`config.mk`:
```
export PLATFORM = sky130hd
export DESIGN_NAME = rtc_regport
export DESIGN_NICKNAME = d
export VERILOG_FILES = /design/src/rtl/rtc_port_pkg.sv /design/src/rtl/rtc_index.sv /design/src/rtl/rtc_periodic.sv /design/src/rtl/rtc_store.sv /design/src/rtl/rtc_regport.sv
export SDC_FILE = /design/constraint.sdc
export NUM_CORES = 1
export LEC_CHECK = 0
export ABC_AREA = 1
export BUFFER_PORTS_ARGS = -buffer_cell sky130_fd_sc_hd__buf_2
export CORE_ASPECT_RATIO = 0.5
export CORE_MARGIN = 2
export CORE_UTILIZATION = 55
export DETAILED_ROUTE_END_ITERATION = 12
export GPL_ROUTABILITY_DRIVEN = 0
export MAX_ROUTING_LAYER = met4
export PLACE_DENSITY_LB_ADDON = 0.15
export SKIP_LAST_GASP = 1
export SYNTH_ARGS = -nofsm -noshare
export SYNTH_HDL_FRONTEND = slang
export SYNTH_HIERARCHICAL = 1
export SYNTH_SLANG_ARGS = --single-unit
export TNS_END_PERCENT = 5
```
`constraint.sdc`:
```
create_clock -name clk -period 2.89 [get_ports clk]
set_input_delay 0.1445 -clock clk [delete_from_list [all_inputs] [get_ports clk]]
set_output_delay 0.1445 -clock clk [all_outputs]
set_load 0.03 [all_outputs]
```
`src/rtl/rtc_port_pkg.sv`:
```
package rtc_port_pkg;

    localparam int IDX_W      = 4;
    localparam int DATA_BYTES = 10;

    localparam logic [IDX_W-1:0] IDX_A   = 4'hA;
    localparam logic [IDX_W-1:0] IDX_B   = 4'hB;
    localparam logic [IDX_W-1:0] IDX_C   = 4'hC;
    localparam logic [IDX_W-1:0] IDX_MAX = 4'hD;

    localparam logic [7:0] A_INIT  = 8'h26;
    localparam logic [7:0] A_UIP   = 8'h80;
    localparam logic [7:0] B_PIE   = 8'h40;
    localparam logic [7:0] B_SQW   = 8'h08;
    localparam logic [7:0] B_FIXED = 8'h06;
    localparam logic [7:0] B_INIT  = 8'h46;

    localparam int SLOT_SEC  = 0;
    localparam int SLOT_MIN  = 2;
    localparam int SLOT_HOUR = 4;
    localparam int SLOT_WDAY = 6;
    localparam int SLOT_MDAY = 7;
    localparam int SLOT_MON  = 8;
    localparam int SLOT_YEAR = 9;

    typedef struct packed {
        logic [7:0] year;
        logic [3:0] mon0;
        logic [4:0] mday;
        logic [4:0] hour;
        logic [5:0] min;
        logic [5:0] sec;
        logic [2:0] wday0;
    } rtc_load_t;

    function automatic logic [7:0] year_code(input logic [7:0] y, input logic bcd);
        logic [7:0] r;
        logic [3:0] tens;
        logic [3:0] ones;
        r    = y % 8'd100;
        tens = 4'(r / 8'd10);
        ones = 4'(r % 8'd10);
        return bcd ? {tens, ones} : y;
    endfunction

    function automatic logic b_value_ok(input logic [7:0] v);
        return (v & ~(B_PIE | B_SQW)) == B_FIXED;
    endfunction

endpackage

```
`src/rtl/rtc_index.sv`:
```
module rtc_index
    import rtc_port_pkg::*;
(
    input  logic             clk,
    input  logic             rst,
    input  logic             wr,
    input  logic [7:0]       din,
    output logic [IDX_W-1:0] idx,
    output logic             err
);
    logic in_range;
    assign in_range = din <= {4'h0, IDX_MAX};

    always_ff @(posedge clk) begin
        if (rst) begin
            idx <= '0;
            err <= 1'b0;
        end else begin
            err <= wr && !in_range;
            if (wr && in_range)
                idx <= din[IDX_W-1:0];
        end
    end


    idx_hold_chk: assert property (@(posedge clk) disable iff (rst)
        (wr && din > 8'h0D) |=> ($stable(idx) && err));


    idx_range_chk: assert property (@(posedge clk) disable iff (rst)
        idx <= IDX_MAX);

endmodule

```
`src/rtl/rtc_periodic.sv`:
```
module rtc_periodic #(
    parameter int PERIOD_TICKS = 4
) (
    input  logic clk,
    input  logic rst,
    input  logic en,
    input  logic tick,
    output logic irq
);
    localparam int CNT_W = (PERIOD_TICKS > 2) ? $clog2(PERIOD_TICKS) : 1;
    localparam logic [CNT_W-1:0] LAST = CNT_W'(PERIOD_TICKS - 1);

    logic [CNT_W-1:0] cnt;

    always_ff @(posedge clk) begin
        if (rst || !en) begin
            cnt <= '0;
            irq <= 1'b0;
        end else begin
            irq <= 1'b0;
            if (tick) begin
                if (cnt == LAST) begin
                    cnt <= '0;
                    irq <= 1'b1;
                end else begin
                    cnt <= cnt + 1'b1;
                end
            end
        end
    end

    initial begin
        if (PERIOD_TICKS < 2) $error("PERIOD_TICKS must be at least 2");
    end


    irq_gate_chk: assert property (@(posedge clk) disable iff (rst)
        !en |=> !irq);


    irq_pulse_chk: assert property (@(posedge clk) disable iff (rst)
        irq |=> !irq);

endmodule

```
`src/rtl/rtc_store.sv`:
```
module rtc_store
    import rtc_port_pkg::*;
(
    input  logic             clk,
    input  logic             rst,
    input  logic [IDX_W-1:0] idx,
    input  logic             wr,
    input  logic             rd,
    input  logic [7:0]       din,
    output logic [7:0]       dout,
    output logic             err,
    input  logic             load,
    input  logic             ld_bcd,
    input  rtc_load_t        ld,
    output logic             pie
);
    localparam logic [IDX_W-1:0] DATA_LIM = IDX_W'(DATA_BYTES);

    logic [7:0] mem [DATA_BYTES];
    logic [7:0] stat_a;
    logic [7:0] stat_b;
    logic       is_data;
    logic       rd_only;
    logic       bad_wr;
    logic [7:0] rd_val;

    assign is_data = idx < DATA_LIM;
    assign rd_only = rd && !wr;
    assign pie     = (stat_b & B_PIE) != 8'h00;

    always_comb begin
        bad_wr = 1'b0;
        if (wr && !is_data) begin
            unique case (idx)
                IDX_A:   bad_wr = din != A_INIT;
                IDX_B:   bad_wr = !b_value_ok(din);
                default: bad_wr = 1'b1;
            endcase
        end
    end

    always_comb begin
        if (is_data)         rd_val = mem[idx];
        else if (idx == IDX_A) rd_val = stat_a ^ A_UIP;
        else if (idx == IDX_B) rd_val = stat_b;
        else                 rd_val = 8'h00;
    end

    always_ff @(posedge clk) begin
        if (rst) begin
            for (int i = 0; i < DATA_BYTES; i++) mem[i] <= 8'h00;
            stat_a <= A_INIT;
            stat_b <= B_INIT;
            dout   <= 8'h00;
            err    <= 1'b0;
        end else begin
            err <= bad_wr;
            if (load) begin
                mem[SLOT_SEC]  <= {2'b00, ld.sec};
                mem[SLOT_MIN]  <= {2'b00, ld.min};
                mem[SLOT_HOUR] <= {3'b000, ld.hour};
                mem[SLOT_WDAY] <= {5'b00000, ld.wday0} + 8'd1;
                mem[SLOT_MDAY] <= {3'b000, ld.mday};
                mem[SLOT_MON]  <= {4'h0, ld.mon0} + 8'd1;
                mem[SLOT_YEAR] <= year_code(ld.year, ld_bcd);
            end else if (wr && is_data) begin
                mem[idx] <= din;
            end
            if (wr && !bad_wr && idx == IDX_A) stat_a <= din;
            if (wr && !bad_wr && idx == IDX_B) stat_b <= din;
            if (rd_only) begin
                dout <= rd_val;
                if (idx == IDX_A) stat_a <= stat_a ^ A_UIP;
            end
        end
    end


    a_reject_chk: assert property (@(posedge clk) disable iff (rst)
        (wr && idx == IDX_A && din != A_INIT) |=> ($stable(stat_a) && err));


    b_reject_chk: assert property (@(posedge clk) disable iff (rst)
        (wr && idx == IDX_B && (din & 8'hB7) != 8'h06) |=> ($stable(stat_b) && err));


    cd_zero_chk: assert property (@(posedge clk) disable iff (rst)
        (rd && !wr && idx >= IDX_C) |=> dout == 8'h00);


    a_flip_chk: assert property (@(posedge clk) disable iff (rst)
        (rd && !wr && idx == IDX_A) |=> (stat_a == ($past(stat_a) ^ A_UIP) && dout == stat_a));

endmodule

```
`src/rtl/rtc_regport.sv`:
```
module rtc_regport
    import rtc_port_pkg::*;
#(
    parameter int PERIOD_TICKS = 4
) (
    input  logic       clk,
    input  logic       rst,
    input  logic       idx_wr,
    input  logic [7:0] idx_din,
    input  logic       data_wr,
    input  logic       data_rd,
    input  logic [7:0] data_din,
    output logic [7:0] data_dout,
    output logic       err,
    input  logic       tick,
    output logic       irq,
    input  logic       load,
    input  logic       ld_bcd,
    input  logic [7:0] ld_year,
    input  logic [3:0] ld_mon,
    input  logic [4:0] ld_mday,
    input  logic [4:0] ld_hour,
    input  logic [5:0] ld_min,
    input  logic [5:0] ld_sec,
    input  logic [2:0] ld_wday
);
    logic [IDX_W-1:0] idx;
    logic             idx_err;
    logic             st_err;
    logic             pie;
    rtc_load_t        ld;

    always_comb begin
        ld.year  = ld_year;
        ld.mon0  = ld_mon;
        ld.mday  = ld_mday;
        ld.hour  = ld_hour;
        ld.min   = ld_min;
        ld.sec   = ld_sec;
        ld.wday0 = ld_wday;
    end

    rtc_index u_index (
        .clk (clk),
        .rst (rst),
        .wr  (idx_wr),
        .din (idx_din),
        .idx (idx),
        .err (idx_err)
    );

    rtc_store u_store (
        .clk    (clk),
        .rst    (rst),
        .idx    (idx),
        .wr     (data_wr),
        .rd     (data_rd),
        .din    (data_din),
        .dout   (data_dout),
        .err    (st_err),
        .load   (load),
        .ld_bcd (ld_bcd),
        .ld     (ld),
        .pie    (pie)
    );

    rtc_periodic #(.PERIOD_TICKS(PERIOD_TICKS)) u_periodic (
        .clk  (clk),
        .rst  (rst),
        .en   (pie),
        .tick (tick),
        .irq  (irq)
    );

    assign err = idx_err | st_err;

endmodule

```
Word level (Yosys, flattened, before mapping)
Memories as Yosys holds them, arrays and structs flattened. A register that Yosys moved wholly into a read port is not among the register bits.
Cells that the tools add are included.
- register bits: 33
- bits in latches: 0
- memory bits (writable): 80
- memory bits (read-only): 0
- input bits: 61
- output and inout bits: 10
- logic and storage cells: 83
- memories kept: 1
- $add $sub $neg: 3
- $mul: 0
- divide/modulo/power cells: 3
- order comparisons: 2
- equality and inequality tests: 6
- shift operators: 0
- muxes and demuxes: 32
- bitwise gates (word level): 10
- reduce and logical (&&, ||, !) cells: 17
- memories (name ; words ; width ; rd ports ; clocked after memory_dff ; wr ports ; RTL line ; source):
    u_store.mem ; 10 ; 8 ; 1 ; 1 ; 10 ; rtc_store.sv:19 ; logic [7:0] mem [DATA_BYTES];
- operators with widths (operator ; count):
    8-bit 2-to-1 mux ; 15
    1-bit 2-to-1 mux ; 12
    4-bit 2-to-1 mux ; 3
    8-bit by 4-bit divider with 8-bit output, second input constant ; 1
    4-bit equality test, second input constant ; 2
    8-bit by 4-bit <= comparator with 1-bit output, second input constant ; 1
    1-bit logical AND ; 8
    8-bit by 4-bit modulo with 8-bit output, second input constant ; 1
    8-bit by 7-bit modulo with 8-bit output, second input constant ; 1
    8-bit by 6-bit != test with 1-bit output, second input constant ; 1
    1-bit OR ; 8
    8-bit OR reduction ; 1
    6-bit by 3-bit equality test with 1-bit output, second input constant ; 1
    1-bit zero test ; 6
    4-bit by 1-bit adder with 5-bit output, second input constant ; 1
    3-bit by 1-bit adder with 4-bit output, second input constant ; 1
    4-bit < comparator, second input constant ; 1
    2-bit by 1-bit adder with 2-bit output, second input constant ; 1
    2-bit equality test, second input constant ; 1
    2-bit 2-to-1 mux ; 1
    2-bit != test, second input constant ; 1
    1-bit NOT ; 2
    1-bit one-hot mux with 2 select lines ; 1
    2-bit OR reduction ; 1
    1-bit logical OR ; 1

Longest topological paths before layout
Gate-level depths: netlist of run 1.
- word-level depth: 10
- gate-level depth with buffers: 32
- gate-level depth less buffers: 32

Modules after synthesis
The synthesis of run 1 kept the hierarchy.
- modules (own cells, without submodules) (module ; instances ; cells an instance ; area an instance (sq um) ; sequential area each (sq um)):
    rtc_store ; 1 ; 628 ; 5517.8 ; 2902.8
    rtc_index ; 1 ; 40 ; 269.0 ; 100.1
    rtc_periodic ; 1 ; 16 ; 127.6 ; 60.1
    rtc_regport ; 1 ; 3 ; 11.3 ; 0.0

Worst setup path before layout of run 1
Ideal clock, no wire load.
- kind: input -> register
- start point: input port ld_year[4]
- end point: memory u_store.mem[9][2] (data pin)
- setup time: 0.252 ns
- data arrival time: 2.270 ns
- data required time: 2.638 ns
- slack: 0.367 ns
- stages: 29
- path through: inv_1 > ha_1 > inv_1 > nand2_1 > nand2_4 > nand3_1 > nand2_2 > nand3_4 > nand2_4 > nand2_4 > nand2_4 > nand2_4 > inv_4 > nand2_4 > nand2_4 > nand2_2 > nand2_4 > nand2_2 > nand2_4 > nand2_4 > nand2_4 > inv_1 > o21a_1 > nand2_2 > nand2_1 > nand2_1 > nand2_1 > nand2_1 > nand2_1
- RTL lines (element ; RTL line ; source):
    start, declared ; rtc_regport.sv:19 ; input logic [7:0] ld_year,
    end, declared ; rtc_store.sv:19 ;

Final worst setup path of run 1
- start point: register u_index.idx[1]
- end point: register u_store.stat_a[7]
- longest elaborated chain between the ends: 10
- elaborated cells between the ends (all ways): 13
- ends and longest elaborated chain (element ; RTL line ; source):
    start, declared ; rtc_index.sv:8 ; output logic [IDX_W-1:0] idx,
    start signal, assigned ; rtc_index.sv:21 ; idx <= din[IDX_W-1:0];
    4-bit < comparator ; rtc_store.sv:27 ; assign is_data = idx < DATA_LIM;
    1-bit zero test ; rtc_store.sv:33 ; if (wr && !is_data) begin
    1-bit logical AND ; rtc_store.sv:33 ;
    1-bit 2-to-1 mux ; rtc_store.sv:33 ;
    1-bit zero test ; rtc_store.sv:69 ; if (wr && !bad_wr && idx == IDX_A) stat_a <= din;
    1-bit logical AND (2 in a row) ; rtc_store.sv:69 ;
    8-bit 2-to-1 mux ; rtc_store.sv:69 ;
    8-bit 2-to-1 mux ; rtc_store.sv:73 ; if (idx == IDX_A) stat_a <= stat_a ^ A_UIP;
    8-bit 2-to-1 mux * ; rtc_store.sv:71 ; if (rd_only) begin
    end signal, assigned ; rtc_store.sv:69 ;
    end signal, assigned ; rtc_store.sv:73 ;
    end, declared ; rtc_store.sv:20 ; logic [7:0] stat_a;
Every way passes the cells marked *; elsewhere a longest branch is shown, timed or not. The select of a mux whose other input is x is not followed.
A chain may end at the register's enable or synchronous reset.

==> impl_metrics.ini, run 1 <==
[setup_path]
worst_setup_path_end_kind = register
startpoint = u_index/idx[1]
r2r_end = u_store/stat_a[7]
start_kind = register
crit_end = u_store/stat_a[7]
worstPathRequired_ns = 3.17
r2r-start = u_index/idx[1]
reg2reg_setup_slack_ns = 0.44
critPathKind = register to register
arrival_ns = 2.74
cp_max_fo = 15
r2r_cells = 12

[clock_tree]
numClockSinks = 113
numCtsBuffers = 17
htreeDepth = 4
clkSlewWorstSetupHoldPaths_ns = 0.06
ctsResizeCount = 0
cts-root-buf = clkbuf_16
cts_setup_buffers = 0
cts_tree = done
clkLatencyLatePin_ns = 0.42
clk_path_buf_depth = 2
hold_buffers = 1

[timing]
finClkSkew_ns = 0.0104
hold_viol_final = 0
setup_violations = 0
min_period_ns = 2.45
drv_slew = 0
max_freq_ghz = 0.408
slew_headroom_pct = 63.1
worst-slew-pin-transition_ns = 0.547
grt_setup_unrepaired = false
finalSetupTns_ns = 0
min_period_over_period_pct = 84.9

[detailed_routing]
num_vias = 5358
drt-pass1-iter-count = 6
wl_met2_um = 7230
wl_met3_um = 2110
routed.top_layer = met4
m1WireLength_um = 7270
wl_um = 16800
drt_iter0_markers = 665
route.detailed.drc = 0
post_drt_wl_per_cell_um = 17.8
final_antenna_net_count = 0
via_per_inst = 5.70

[placed_design]
io_buffers = 70
dpl.hpwl_um = 11600
place_area_um2 = 6600

[global_route]
grt_util_all_layers_pct = 30.9
grt_overflow = 0
antenna_found_initial = 0
grt_pass1_vias = 5082
grt_max_degree = 27
grt_pass1_wl_um = 26200

[floorplanning]
fp.dieH_um = 77.4
die_w_um = 151
dieArea_um2 = 11700
pin_count = 71
rows = 26
coreArea_um2 = 10300
initial_utilization_pct = 57.3

[pwr]
vdd_drop_max_v = 0.000401
power_density_nw_per_um2 = 649
p_leak_nw = 3.06

[synth]
syn_avg_cell_area_um2 = 8.63
synth_top_area_share_pct = 40.5
yosysSeqAreaShare_pct = 51.7
synth_edf_count = 80
ys_seq_elements = 113
netlist_area_um2 = 5930
synth.top_cells.by_count = nand2_1, nor2_1, edfxtp_1
ys.flop_type = edfxtp_1
synth_area_leaders = edfxtp_1, dfxtp_1, nand2_1
synth_cells = 687
yosys_warnings = 6
syn_nets = 752
async_flop_share_pct = 0
yosys.area.top_type = edfxtp_1
synth_cell_type_count = 48
post-synth-top-count-cell = nand2_1

[status]
outcome = finished clean

[final_layout]
layout-drive-gt1-share_pct = 24.1
nNetsFinal = 852
num_antenna_cells = 0
nFillCells = 816
area_delta_synth_final_pct = 22.2
fin_area_um2 = 7240

[flow_run]
drv_cap = 0

[worst_hold_path]
hold_path.class = input pin to register
-- layout by cell type, fill, tap and decap left out, types with 16 or more instances in the layout --
cell type / n
a21oi_1: 27
nor2_1: 110
clkbuf_16: 17
inv_1: 56
o21ai_0: 63
dfxtp_1: 33
edfxtp_1: 80
nand2_1: 129
nand3_1: 31
nand2_2: 16
buf_4: 29
buf_2: 70
-- kinds of logic after synthesis --
group / Yosys count / share of synthesized area [%]
and+or+nand+nor: 338 / 26.9
AOI/OAI and AO/OA: 140 / 14.1
DFF: 113 / 51.7
buffers and inverters: 89 / 5.72
adders and majority gates: 4 / 0.845
xor gates and xnor gates: 2 / 0.655
muxes: 1 / 0.169
-- area by class of cell --
type	count	area [um2]	share of cell area, %
flip-flops and latches	113	3060	42.3
multi-input cells	485	2520	34.9
repair buffers	100	578	7.98
clock buffers	17	425	5.88
inverters	70	267	3.68
clock inverters	15	208	2.87
well taps	140	175	2.42
-- worst max-delay path, cell delays in order, from the launching register on --
cell and delay, ns:
dfxtp_1 0.32, buf_4 0.21, inv_1 0.08, nor2_1 0.12, inv_1 0.13, nor2_1 0.26
a31oi_1 0.12, o211ai_1 0.22, nand2_1 0.10, nor2_1 0.29, inv_1 0.18, a21boi_0 0.21
a311oi_1 0.06
-- through the flow --
| step | hold WS (ns) | std cells | utilization, % | total power, mW | worst slack, ns |
|---|---|---|---|---|---|
| after detailed placement | 0.421 | 907 | 63.8 | 2.48 | 0.0351 |
| after floorplan | 0.223 | 687 | - | 2.28 | 0.367 |
| after CTS | 0.00254 | 940 | 70.0 | 4.70 | 0.453 |
| after global placement | 0.415 | 907 | 63.8 | 2.47 | 0.161 |
| final | 0.0116 | 940 | 70.0 | 4.70 | 0.437 |
| after global routing | 0.00380 | 940 | 70.0 | 4.85 | 0.166 |
-- worst min path at each step --
stage,startpoint,end,slack (ns),cells after the start
2_1_floorplan,rst,u_store/stat_a[7],0.22,1
3_3_place_gp,tick,u_periodic/irq,0.42,3
3_5_place_dp,tick,u_periodic/irq,0.42,3
4_1_cts,ld_mday[4],u_store/mem[7][4],0.003,3
5_1_grt,ld_hour[3],u_store/mem[4][3],0.004,3
6_report,ld_hour[3],u_store/mem[4][3],0.01,3
-- report_power, final --
part	switching, mW	internal [mW]
registers	0.0299	1.82
clock network	0.779	1.45
logic	0.404	0.213
-- registers in the layout, summed over array words and instances, names as in the netlist --
name,count
u_store/err,1
u_store/mem,80
u_store/stat_a,8
u_periodic/irq,1
u_store/stat_b,8
u_periodic/cnt,2
u_index/idx,4
u_store/dout,8
u_index/err,1
-- layer usage --
metal / vias up / global-route usage [%]
li1: 2542 / -
met1: 2484 / 44.5
met2: 314 / 45.0
met3: 18 / 6.12
met4: 0 / 8.60
met5: - / -
Power figures use the tool's default switching activity.
==> run 2, diff against run 1 <==
--- a/config.mk
+++ b/config.mk
@@ -9,7 +9,7 @@
 export BUFFER_PORTS_ARGS = -buffer_cell sky130_fd_sc_hd__buf_2
 export CORE_ASPECT_RATIO = 0.5
 export CORE_MARGIN = 2
-export CORE_UTILIZATION = 55
+export CORE_UTILIZATION = 52
 export DETAILED_ROUTE_END_ITERATION = 12
 export GPL_ROUTABILITY_DRIVEN = 0
 export MAX_ROUTING_LAYER = met4
==> constraint.sdc (replaced) <==
create_clock -name clk -period 2.2 [get_ports clk]
set_input_delay 0.11 -clock clk [delete_from_list [all_inputs] [get_ports clk]]
set_output_delay 0.11 -clock clk [all_outputs]
set_load 0.03 [all_outputs]
==> run 2 against run 1 <==
  * The flow now finishes with violations (setup timing)
  * Die area increased by 5.5%
  * Combinational power rose by 64%
  * First-iteration DRC count decreased by 9.2%
  * Setup slack got worse by 0.53 ns
  * Final cell count up 6.4%
  * Total power up 34%
  * Count of clock-buffer cells in the layout grew 3
  * Routed wire length up 7.9%
  * Non-clock buffer count up 54
  * Global-route usage shrank 0.13 points
  * Clock power increased by 27%
==> impl_metrics.ini, run 2 (synthesis results as in run 1) <==
[global_route]
grt_util_all_layers_pct = 30.8
grt_overflow = 0
grt_pass1_vias = 5139
antenna_found_initial = 0
grt_use_met2_pct = 46.5
grt_max_degree = 26
busiest_layer = met2
use_met1_pct = 39.9
grt_pass1_wl_um = 27300
met3_usage_pct = 10.2

[setup_path]
reg2reg_setup_slack_ns = 0.04
crit_slowest_cell = o21ai_4
arrival_ns = 2.46
worst_setup_path_end_kind = register
slowest_delay_ns = 0.27
worstPathRequired_ns = 2.37
critPathKind = input pin to register
r2r-start = u_index/idx[3]
r2r_cells = 9
r2r_end = u_store/mem[0][0]
crit_top_cell = nand2_4
start_kind = input pin
startpoint = ld_year[4]
crit_end = u_store/mem[9][2]
cp_max_fo = 5

[timing]
drv_slew = 0
max_freq_ghz = 0.436
min_period_ns = 2.29
finalSetupTns_ns = -0.203
worst-slew-pin-transition_ns = 0.525
grt_setup_unrepaired = true
hold-worst-slack_ns = 0.00959
min_period_over_period_pct = 104
slew_headroom_pct = 64.7
hold_viol_final = 0
setup_violations = 3
finClkSkew_ns = 0.00871
fin_ws_ns = -0.0930

[final_layout]
finish.utilization_pct = 71.2
fin_area_um2 = 7870
num_antenna_cells = 0
layoutNonFillerInstCount = 1000
layout_commonest_cell = nand2_1
regMostFlops = u_store/mem
nNetsFinal = 907
layout_common_cells = nand2_1, nor2_1, edfxtp_1, buf_2, buf_4
layout-drive-gt1-share_pct = 29.6
largest_reg_flops = 80
area_delta_synth_final_pct = 32.8
nFillCells = 831

[detailed_routing]
wl_um = 18100
num_vias = 5683
post_drt_wl_per_cell_um = 18.1
route.detailed.drc = 0
drt_iter0_markers = 604
via_per_inst = 5.68
drt-pass1-iter-count = 6
final_antenna_net_count = 0

[placed_design]
io_buffers = 70
post-place-ws_ns = -0.511
dpl.hpwl_um = 12300
place_area_um2 = 6920
dp.cells = 947

[pwr]
power_density_nw_per_um2 = 798
p_leak_nw = 3.35
vdd_drop_max_v = 0.000623
p_total_mw = 6.28

[status]
outcome = finished with violations
violations = setup timing

[clock_tree]
numClockSinks = 113
htreeDepth = 4
clkSlewWorstSetupHoldPaths_ns = 0.05
clkLatencyLatePin_ns = 0.42
clk_path_buf_depth = 2
cts_tree = done
cts-root-buf = clkbuf_16
numCtsBuffers = 17

[floorplanning]
fp.dieH_um = 79.5
die_w_um = 155
coreArea_um2 = 11000
rows = 27
pin_count = 71
initial_utilization_pct = 53.6
dieArea_um2 = 12300

[worst_hold_path]
hold_path.class = input pin to register

[flow_run]
drv_cap = 0
run 2: worst min-delay path by stage:
| stage | start | end | slack (ns) | depth (start not counted) |
|---|---|---|---|---|
| after floorplan | rst | u_store/stat_a[7] | 0.19 | 1 |
| after global placement | tick | u_periodic/irq | 0.38 | 3 |
| after detailed placement | tick | u_periodic/irq | 0.38 | 3 |
| after CTS | ld_hour[1] | u_store/mem[4][1] | 0.004 | 3 |
| after global routing | ld_sec[5] | u_store/mem[0][5] | 0.03 | 3 |
| final | ld_sec[3] | u_store/mem[0][3] | 0.01 | 3 |
run 2: where the power goes:
group	switching [mW]	internal [mW]	total (mW)
clock network	0.966	1.88	2.84
registers	0.0399	2.39	2.43
logic	0.611	0.394	1.01
run 2: area by class of cell:
class | count | area [um2] | area share, %
Sequential cell | 113 | 3060 | 38.9
Multi-Input combinational cell | 485 | 2690 | 34.2
Timing Repair Buffer | 154 | 1040 | 13.3
Clock buffer | 20 | 437 | 5.55
Inverter | 70 | 280 | 3.56
Tap cell | 145 | 181 | 2.31
Clock inverter | 12 | 165 | 2.10
Timing Repair inverter | 1 | 5.00 | 0.0636
run 2: timing repair:
action	4_1_cts	5_1_grt
setup endpoints to repair	5	86
gates cloned	0	1
pin swaps	20	5
hold endpoints to repair	17	0
setup buffers	2	3
resized for setup	8	26
hold buffers	15	0
run 2: layer usage:
metal	up-vias	routed length, um
met5	-	0
met4	0	529
met3	59	2110
met2	309	7910
met1	2647	7550
li1	2668	-
run 2: worst max-delay path: cells and delay by family:
kind	cells	cell delay [ns]
adders and majority gates	1	0.15
and+or+nand+nor	20	1.44
AOI/OAI and AO/OA	3	0.53
buffers and inverters	4	0.21
==> run 3, diff against run 2 <==
--- a/config.mk
+++ b/config.mk
@@ -9,14 +9,14 @@
 export BUFFER_PORTS_ARGS = -buffer_cell sky130_fd_sc_hd__buf_2
 export CORE_ASPECT_RATIO = 0.5
 export CORE_MARGIN = 2
-export CORE_UTILIZATION = 52
+export CORE_UTILIZATION = 54
 export DETAILED_ROUTE_END_ITERATION = 12
 export GPL_ROUTABILITY_DRIVEN = 0
 export MAX_ROUTING_LAYER = met4
 export PLACE_DENSITY_LB_ADDON = 0.15
+export SETUP_SLACK_MARGIN = 0.3
 export SKIP_LAST_GASP = 1
 export SYNTH_ARGS = -nofsm -noshare
 export SYNTH_HDL_FRONTEND = slang
-export SYNTH_HIERARCHICAL = 1
 export SYNTH_SLANG_ARGS = --single-unit
 export TNS_END_PERCENT = 5
==> run 3 against run 2 <==
  * The flow now finishes without violations
  * Sequential power rose by 48%
  * Setup slack improved by 0.24 ns
  * Global-route usage is 2.0 points lower
  * Hold slack better by 0.0026 ns
  * Critical path depth decreased by 4
  * Final cell count increased by 19%
  * Clock power rose by 3%
  * Synthesized cell count grew 14%
  * Via count rose by 17%
  * Clock skew rose by 0.0039 ns
  * Total power increased by 20%
  * Count of clock-buffer cells in the layout is 3 lower
==> impl_metrics.ini, run 3 <==
[placed_design]
dpl.hpwl_um = 14800
io_buffers = 70
place_area_um2 = 8930
dp.cells = 1121
post-place-ws_ns = -0.203

[pwr]
pwr-share-comb_pct = 13.9
p_sw_share_pct = 27.7
p_leak_nw = 4.05
pwr-share-seq_pct = 47.5
p_switching_mw = 2.10
p_total_mw = 7.56
vdd_drop_max_v = 0.000657
power_density_nw_per_um2 = 754
power.internal_mw = 5.46
pwr-share-clk_pct = 38.6

[clock_tree]
clk_path_buf_depth = 2
clkSlewWorstSetupHoldPaths_ns = 0.07
cts_tree = done
cts-root-buf = clkbuf_16
numCtsBuffers = 17
htreeDepth = 4
clkLatencyLatePin_ns = 0.43
numClockSinks = 165

[synth]
synth_area_leaders = edfxtp_1, dfxtp_1, o21ai_0
yosysSeqAreaShare_pct = 58.8
yosys.area.top_type = edfxtp_1
ys.flop_type = edfxtp_1
synth_edf_count = 128
netlist_area_um2 = 7800
yosys_warnings = 0
async_flop_share_pct = 0
synth_cells = 785
synth_top_area_share_pct = 49.3
synth_cell_type_count = 41
synth.top_cells.by_count = edfxtp_1, nand2_1, o21ai_0
post-synth-top-count-cell = edfxtp_1
syn_avg_cell_area_um2 = 9.93
ys_seq_elements = 165

[detailed_routing]
post_drt_wl_per_cell_um = 18.1
via_per_inst = 5.61
drt-pass1-iter-count = 5
route.detailed.drc = 0
num_vias = 6657
final_antenna_net_count = 0
wl_um = 21500
drt_iter0_markers = 677

[final_layout]
layout_commonest_cell = edfxtp_1
layoutNonFillerInstCount = 1187
layout_common_cells = edfxtp_1, nand2_1, o21ai_0, nor2_1, inv_1
multi_input_area_um2 = 3110
layout-drive-gt1-share_pct = 26.1
largest_reg_flops = 128
finish.utilization_pct = 72.6
nFillCells = 1045
area_delta_synth_final_pct = 28.5
regMostFlops = u_store.mem
regArea_um2 = 4590
num_antenna_cells = 0
fin_area_um2 = 10000
nNetsFinal = 1046

[timing]
slew_headroom_pct = 60.8
finClkSkew_ns = 0.0126
min_period_ns = 2.05
fin_ws_ns = 0.145
min_period_over_period_pct = 93.4
setup_violations = 0
drv_slew = 0
max_freq_ghz = 0.487
grt_setup_unrepaired = true
hold_viol_final = 0
worst-slew-pin-transition_ns = 0.582

[flow_run]
drv_cap = 0

[floorplanning]
fp.dieH_um = 89.0
coreArea_um2 = 13800
dieArea_um2 = 15500
initial_utilization_pct = 56.5
die_w_um = 174
rows = 30
pin_count = 71

[global_route]
grt_overflow = 0
grt_max_degree = 34
grt_util_all_layers_pct = 28.8
grt_pass1_wl_um = 32100
antenna_found_initial = 0
grt_pass1_vias = 6146

[setup_path]
crit_family = simple AND/OR/NAND/NOR gates
crit_slowest_cell = a21boi_4
cp_max_fo = 5
worstPathRequired_ns = 2.39
arrival_ns = 2.24
crit_top_cell = nand2_2
slowest_delay_ns = 0.24
cp_num_buf_inv = 2
worst_setup_path_end_kind = register
critPathKind = input pin to register
path_cells = buf_8 > nor2_4 > nand2_4 > nand3_4 > nand4_4 > nand2_4 > a21boi_4 > nand3_2 > nand2_2 > nand2_2 > nand2_2 > nand2_4 > nand2_4 > nand2_4 > nand2_2 > nand2_2 > inv_2 > nand2_2 > nand2_2 > nand2_1 > nand2_1 > nand2_1 > nand2_1 > nand2_1
start_kind = input pin

[status]
outcome = finished clean

[worst_hold_path]
hold_path.class = input pin to register
[run 3: cell types whose count changed after synthesis, sizes merged, moves of 20 or more]
| cell | previous run | this run |
|---|---|---|
| a21oi | 27 | 64 |
| edfxtp | 80 | 128 |
| inv | 64 | 84 |
| mux2i | 1 | 32 |
| nand2 | 157 | 119 |
| nor2 | 119 | 83 |
| o211ai | 6 | 35 |
[run 3: power by group through the flow]
stage                     registers, mW  logic (mW)  clock network [mW]
final                              3.59        1.05                2.92
after global routing               3.60        1.13                3.08
after CTS                          3.59       0.940                2.93
after detailed placement           3.66       0.884                   0
after global placement             3.65       0.866                   0
after floorplan                    3.66       0.532                   0
[run 3: path summary, 6_finish.rpt]
check	cells past startpoint	slack, ns	to	start
max reg2reg	7	0.16	u_store.dout[4]	register
max	24	0.15	u_store.mem[9][2]	ld_year[4]
min	3	0.01	u_store.mem[0][0]	ld_sec[0]
min reg2reg	2	0.44	u_store.stat_b[5]	u_store.stat_b[5]
[run 3: cell families (layout without fill, tap and decap cells)]
kind of cell               after synthesis  count (layout)  synth area share, %
muxes                                   32              32                 4.11
buffers and inverters                  117             280                 5.74
AOI/OAI and AO/OA                      209             209                 15.5
DFF                                    165             165                 58.8
and+or+nand+nor                        256             256                 15.1
xor gates and xnor gates                 2               2                0.225
other                                    1              48               0.0481
adders and majority gates                3               3                0.481
[run 3: final cells by class]
| cell class | count | area share (%) |
|---|---|---|
| clock inverters | 15 | 1.57 |
| well taps | 192 | 2.40 |
| flip-flops and latches | 165 | 45.8 |
| clock buffers | 17 | 4.24 |
| repair buffers | 162 | 11.7 |
| inverters | 86 | 3.31 |
| multi-input cells | 550 | 31.0 |
[run 3: through the flow]
| stage | TNS, ns | hold slack, ns |
|---|---|---|
| finish | 0 | 0.0122 |
| global route | 0 | 0.0215 |
| CTS | 0 | 0.00616 |
| detailed placement | -0.779 | 0.362 |
| global placement | -0.320 | 0.335 |
| floorplan | 0 | 0.206 |
[run 3: what timing repair did]
action	in CTS	in global routing
hold buffers	20	0
endpoints found under the hold margin	21	0
gates cloned	1	0
gates resized for setup	24	45
setup buffers	5	8
pin swaps	3	18
setup endpoints to repair	137	191
[run 3: routing by layer]
| metal | track usage, % | wire length [um] | vias to the layer above |
|---|---|---|---|
| li1 | - | - | 3107 |
| met1 | 37.3 | 8740 | 3152 |
| met2 | 43.8 | 9820 | 363 |
| met3 | 9.23 | 2600 | 35 |
| met4 | 9.01 | 335 | 0 |
| met5 | - | 0 | - |
[run 3: worst reg2reg max path, cell delays in order (launching register included)]
cell and delay [ns]:
dfxtp_4 0.50, buf_12 0.21, mux2i_1 0.23, o21ai_0 0.10
o211ai_1 0.30, a21oi_1 0.23, a221oi_1 0.27, a21oi_1 0.09
